**src/rtl/acp_pkg.sv**
```systemverilog
package acp_pkg;
  parameter int unsigned COLOR_W = 4;
  localparam int unsigned ATTR_W = 2 * COLOR_W;
endpackage

```
**src/rtl/acp_attr_delay.sv**
```systemverilog
module acp_attr_delay #(
  parameter int unsigned W = 8
) (
  input  logic         clk_i,
  input  logic         rst_ni,
  input  logic         load_i,
  input  logic [W-1:0] attr_i,
  output logic [W-1:0] attr_o
);
  // Holds the pair for the glyph row currently shifting, not the next fetch.
  always_ff @(posedge clk_i or negedge rst_ni) begin
    if (!rst_ni)     attr_o <= '0;
    else if (load_i) attr_o <= attr_i;
  end
endmodule

```
**src/rtl/acp_nibble_sel.sv**
```systemverilog
module acp_nibble_sel #(
  parameter int unsigned COLOR_W  = 4,
  parameter bit          FG_UPPER = 1'b1,
  localparam int unsigned ATTR_W  = 2 * COLOR_W
) (
  input  logic [ATTR_W-1:0]  attr_i,
  input  logic               pix_i,
  output logic [COLOR_W-1:0] color_o
);
  logic [COLOR_W-1:0] hi_nib, lo_nib;
  assign hi_nib = attr_i[ATTR_W-1 -: COLOR_W];
  assign lo_nib = attr_i[COLOR_W-1:0];

  generate
    if (FG_UPPER) begin : g_fg_hi
      assign color_o = pix_i ? hi_nib : lo_nib;
    end else begin : g_fg_lo
      assign color_o = pix_i ? lo_nib : hi_nib;
    end
  endgenerate
endmodule

```
**src/rtl/acp_out_stage.sv**
```systemverilog
module acp_out_stage #(
  parameter int unsigned COLOR_W = 4
) (
  input  logic               clk_i,
  input  logic               rst_ni,
  input  logic               de_i,
  input  logic [COLOR_W-1:0] color_i,
  output logic [COLOR_W-1:0] rgbi_o
);
  always_ff @(posedge clk_i or negedge rst_ni) begin
    if (!rst_ni) rgbi_o <= '0;
    else         rgbi_o <= de_i ? color_i : '0;
  end
endmodule

```
**src/rtl/attr_pixel_gen.sv**
```systemverilog
module attr_pixel_gen #(
  parameter int unsigned COLOR_W = acp_pkg::COLOR_W,
  localparam int unsigned ATTR_W = 2 * COLOR_W
) (
  input  logic               clk_i,
  input  logic               rst_ni,
  input  logic               load_i,
  input  logic [ATTR_W-1:0]  attr_i,
  input  logic               pix_i,
  input  logic               de_i,
  output logic [COLOR_W-1:0] rgbi_o
);
  logic [ATTR_W-1:0]  attr_q;
  logic [COLOR_W-1:0] color_d;

  acp_attr_delay #(.W(ATTR_W)) attr_dly_i (
    .clk_i  (clk_i),
    .rst_ni (rst_ni),
    .load_i (load_i),
    .attr_i (attr_i),
    .attr_o (attr_q)
  );

  acp_nibble_sel #(.COLOR_W(COLOR_W), .FG_UPPER(1'b1)) nib_sel_i (
    .attr_i  (attr_q),
    .pix_i   (pix_i),
    .color_o (color_d)
  );

  acp_out_stage #(.COLOR_W(COLOR_W)) out_i (
    .clk_i   (clk_i),
    .rst_ni  (rst_ni),
    .de_i    (de_i),
    .color_i (color_d),
    .rgbi_o  (rgbi_o)
  );
endmodule

```
**config.mk**
```make
export PLATFORM = sky130hd
export DESIGN_NAME = attr_pixel_gen
export DESIGN_NICKNAME = d
export VERILOG_FILES = /design/src/rtl/acp_pkg.sv /design/src/rtl/acp_attr_delay.sv /design/src/rtl/acp_nibble_sel.sv /design/src/rtl/acp_out_stage.sv /design/src/rtl/attr_pixel_gen.sv
export SDC_FILE = /design/constraint.sdc
export NUM_CORES = 1
export LEC_CHECK = 0
export ABC_AREA = 1
export CELL_PAD_IN_SITES_DETAIL_PLACEMENT = 0
export CELL_PAD_IN_SITES_GLOBAL_PLACEMENT = 2
export CORE_MARGIN = 8
export CORE_UTILIZATION = 25
export CTS_CLUSTER_SIZE = 8
export DETAILED_ROUTE_END_ITERATION = 8
export GPL_ROUTABILITY_DRIVEN = 0
export HOLD_SLACK_MARGIN = 0.12
export PLACE_DENSITY = 0.88
export SKIP_LAST_GASP = 1
export SLEW_MARGIN = 40
export SYNTH_ARGS = -nofsm -noshare
export SYNTH_HDL_FRONTEND = slang
export SYNTH_SLANG_ARGS = --single-unit
export TNS_END_PERCENT = 50
```
**constraint.sdc**
```tcl
create_clock -name clk_i -period 1.3 [get_ports clk_i]
set_input_delay 0.26 -clock clk_i [delete_from_list [all_inputs] [get_ports clk_i]]
set_output_delay 0.26 -clock clk_i [all_outputs]
set_load 0.05 [all_outputs]
```
# Word-level counts from Yosys, hierarchy flattened
# Cells that the tools add are included.
[op_classes] muxes=2
[ops] op="4-bit two-way mux" count=2
[totals] input_bits=13 elab_cells=4 ff_bits=12 out_inout_bits=4

# Logic depth before layout (Yosys ltp)
[logic_depth] ltp_word=2 depth_mapped=4

# Cells and area by module
# Synthesis repeated with hierarchy kept, for this count alone.
[hier_totals] cells_unflattened=59 area_unflattened_um2=484.2
[by_module_without_submodules] module="acp_attr_delay" cells_each=34 area_per_inst_um2=305.3 n_inst=1 seq_area_each_um2=200.2
[by_module_without_submodules] module="acp_out_stage" cells_each=12 area_per_inst_um2=130.1 n_inst=1 seq_area_each_um2=100.1
[by_module_without_submodules] module="acp_nibble_sel" cells_each=13 area_per_inst_um2=48.8 n_inst=1 seq_area_each_um2=0.0

# Worst setup path after synthesis
# OpenSTA, ideal clock, no wires.
[synth_timing] path_kind="flip-flop to output port" from="register out_i.rgbi_o[0]" to="output rgbi_o[0]" t_required_ns=1.040 stages_incl_launch_ff=1 slack_ns=0.454 path_buffers=0 arrival_ns=0.586 path_cell_list="dfrtp_1"
[synth_lines] element="start: declaration" line_no="acp_out_stage.sv:8" rtl="output logic [COLOR_W-1:0] rgbi_o"
[synth_lines] element="start signal: assignment" line_no="acp_out_stage.sv:12" rtl="else rgbi_o <= de_i ? color_i : '0;"
[synth_lines] element="end: declaration" line_no="attr_pixel_gen.sv:11" rtl="output logic [COLOR_W-1:0] rgbi_o"
# No word-level cell between the ends.

# Worst setup path after layout
[layout_timing] from="register out_i.rgbi_o[0]" to="output rgbi_o[0]"
# No word-level cell between the ends.

==> impl_summary.log <==
INFO  metric timing.slew.headroom = 82.0%
INFO  metric route.detailed.wl_per_inst = 9.76 um
INFO  metric nFillCells = 187
INFO  metric min_period_over_period = 83.0%
INFO  metric initial_core_util = 27.0%
INFO  metric post_synth_inst_count = 54
INFO  metric status = finished, final reports clean
INFO  metric grt_use_total = 6.39%
INFO  metric count_of_max_cap_constraint_violations = 0
INFO  metric critical-path-slowest-cell = sky130_fd_sc_hd__dfrtp_1
INFO  metric fin_hold_ws = 0.291 ns
INFO  metric combinationalPowerShare = 21.9%
INFO  metric fp.dieW = 59.7 um
INFO  metric ys_types = 7
INFO  metric placed_cells = 95
INFO  metric cp.required = 1.04 ns
INFO  metric tightest_slew = 0.269 ns
INFO  metric diodes = 0
INFO  metric grt_pass1_vias = 378
INFO  metric cts-root-to-sink-buffers = 2
INFO  metric p_seq_share = 51.9%
INFO  metric cts_post_setup_buffers_inserted = 0
INFO  metric rows = 15
INFO  metric cp_max_fo = 1
INFO  metric grt_antenna_before_repair = 0
INFO  metric synth.ff_latch_count = 12
INFO  metric fin_setup_tns = 0 ns
INFO  metric crit_arrival = 0.82 ns
INFO  metric timing.reg2reg.setup_slack = 0.61 ns
INFO  metric grt_first_pass_wirelength = 1670 um
INFO  metric drive_above_1_share = 12.3%
INFO  metric worst_r2r_path_depth = 4
INFO  metric switching_part_of_the_total_power = 25.5%
INFO  metric place.port_buffers = 16
INFO  metric die_height = 59.7 um
INFO  metric pin_count = 17
INFO  metric layoutNonFillerInstCount = 98
INFO  metric viasPerCell = 3.94
INFO  metric internal_power = 606 uW
INFO  metric final_max_slew_viol_count = 0
INFO  metric pwr_per_cell_area = 1100 nW/um2
INFO  metric ir_worst_vdd = 374 uV
INFO  metric detailedRoute.firstIterationViolations = 10
INFO  metric fmax = 0.927 GHz
INFO  metric drt_pass1_iterations = 2
INFO  metric power.share.clock = 26.3%
INFO  metric post-route-drc-count = 0
INFO  metric period_minus_slack = 1.08 ns
INFO  metric design.die.area = 3560 um2
INFO  metric cts_resized = 0
INFO  metric syn-mean-instance-area = 8.83 um2
INFO  metric total_length_of_routed_wires = 956 um
INFO  metric cts_inserted_buffers = 3
INFO  metric core_area = 1760 um2
INFO  metric cp_num_cells = 1
INFO  metric p_leak = 0.000361 uW
INFO  metric setup_repair_after_global_routing_missed_its_margin = no
INFO  metric layout.core_utilization = 42.1%
INFO  metric power_spent_charging_and_discharging_nets = 207 uW
INFO  metric synthesis_warning_total = 0
INFO  metric critical-path-max-stage-delay = 0.40 ns
INFO  metric crit_path_end_kind = output port
INFO  metric design.final.nets = 88
INFO  metric finalSetupViolations = 0
INFO  metric cts.htree.levels = 1
INFO  metric cts.hold.buffers_added = 0
INFO  metric timing.critical_path.from_type = flop
INFO  metric cts_num_sinks = 12
INFO  metric drtAntennaViolNets = 0
INFO  metric critPathTopFamily = flip-flops
INFO  metric cts_tree = done
INFO  metric critical_path.cell_chain = buf_12
INFO  metric worst_min_path_class = primary input to async pin
INFO  metric route.vias.total = 386
INFO  metric synth.net_count = 67
INFO  metric clock_latency_of_the_later_clocked_register_in_the_worst_skew_pair = 0.26 ns
INFO  metric post_synth_instance_area = 477 um2
INFO  metric global_route.overflow_total = 0
INFO  metric hold_viol_final = 0
INFO  metric final.setup_skew = 0.00155 ns
INFO  metric grt_start_max_net_pins = 17
INFO  metric area_growth_from_synthesis_to_layout = 55.6%
INFO  metric crit_buf_inv = 1
INFO  metric post-dp-hpwl = 759 um
INFO  metric seq_area_frac_synth = 63.0%
INFO  metric cts.clk_slew.worst_paths = 0.07 ns
INFO  metric cts_root_buffer = sky130_fd_sc_hd__clkbuf_4
INFO  metric setup.worst_path.class = flop to output port
## power by group through the flow
stage	registers [uW]	logic (uW)	clock network [uW]
2_1_floorplan	457	44.6	0
3_3_place_gp	429	179	0
3_5_place_dp	429	180	0
4_1_cts	422	181	225
5_1_grt	425	195	245
6_report	421	178	214
## synth_stat cells (all sizes together)
library cell | instances | area, um2
nand2 | 16 | 60.1
o21ai | 8 | 40.0
inv | 8 | 30.0
buf | 2 | 16.3
nor2 | 8 | 30.0
dfrtp | 12 | 300
## stage by stage
step	total power (uW)	setup slack (ns)	instance area, um2
after CTS	829	0.204	742
after detailed placement	610	0.116	719
after global placement	608	0.130	719
final	813	0.221	742
after floorplan	501	0.454	477
after global routing	866	0.188	742
## final cells by class
cell class / count / area (um2) / share of cell area [%]
clock buffers: 3 / 22.5 / 3.04
multi-input cells: 32 / 130 / 17.5
well taps: 25 / 31.3 / 4.22
repair buffers: 18 / 228 / 30.7
inverters: 8 / 30.0 / 4.05
flip-flops and latches: 12 / 300 / 40.5
## logic make-up after synthesis
kind of cell / synth area share [%]
DFF: 63.0
and+or+nand+nor: 18.9
AOI/OAI and AO/OA: 8.40
buffers and inverters: 9.71
## layer usage
metal	vias up	global-route usage (%)	routed length, um
li1	202	-	-
met1	167	7.00	440
met2	13	9.08	423
met3	4	2.57	56
met4	0	6.12	36
met5	-	0	0
## path summary, 6_finish.rpt
check	startpoint	endpoint
min	rst_ni	out_i.rgbi_o[2]
max reg2reg	attr_dly_i.attr_o[5]	out_i.rgbi_o[1]
min in group clk_i	attr_dly_i.attr_o[3]	out_i.rgbi_o[3]
max	out_i.rgbi_o[0]	rgbi_o[0]
min reg2reg	attr_dly_i.attr_o[3]	out_i.rgbi_o[3]
max in group asynchronous	rst_ni	attr_dly_i.attr_o[2]
## registers in the layout (all words and copies together), names as in the netlist
| name | cells |
|---|---|
| out_i.rgbi_o | 4 |
| attr_dly_i.attr_o | 8 |
## cell usage in the layout, fill, tap and decap left out
master | synthesis | final
sky130_fd_sc_hd__inv_1 | 8 | 8
sky130_fd_sc_hd__buf_12 | 0 | 5
sky130_fd_sc_hd__buf_4 | 0 | 1
sky130_fd_sc_hd__nor2_1 | 8 | 8
sky130_fd_sc_hd__clkbuf_4 | 0 | 3
sky130_fd_sc_hd__dfrtp_1 | 12 | 12
sky130_fd_sc_hd__o21ai_0 | 8 | 8
sky130_fd_sc_hd__clkdlybuf4s50_1 | 0 | 12
sky130_fd_sc_hd__nand2_1 | 16 | 16
No activity file was read; power rests on OpenSTA's default activity.
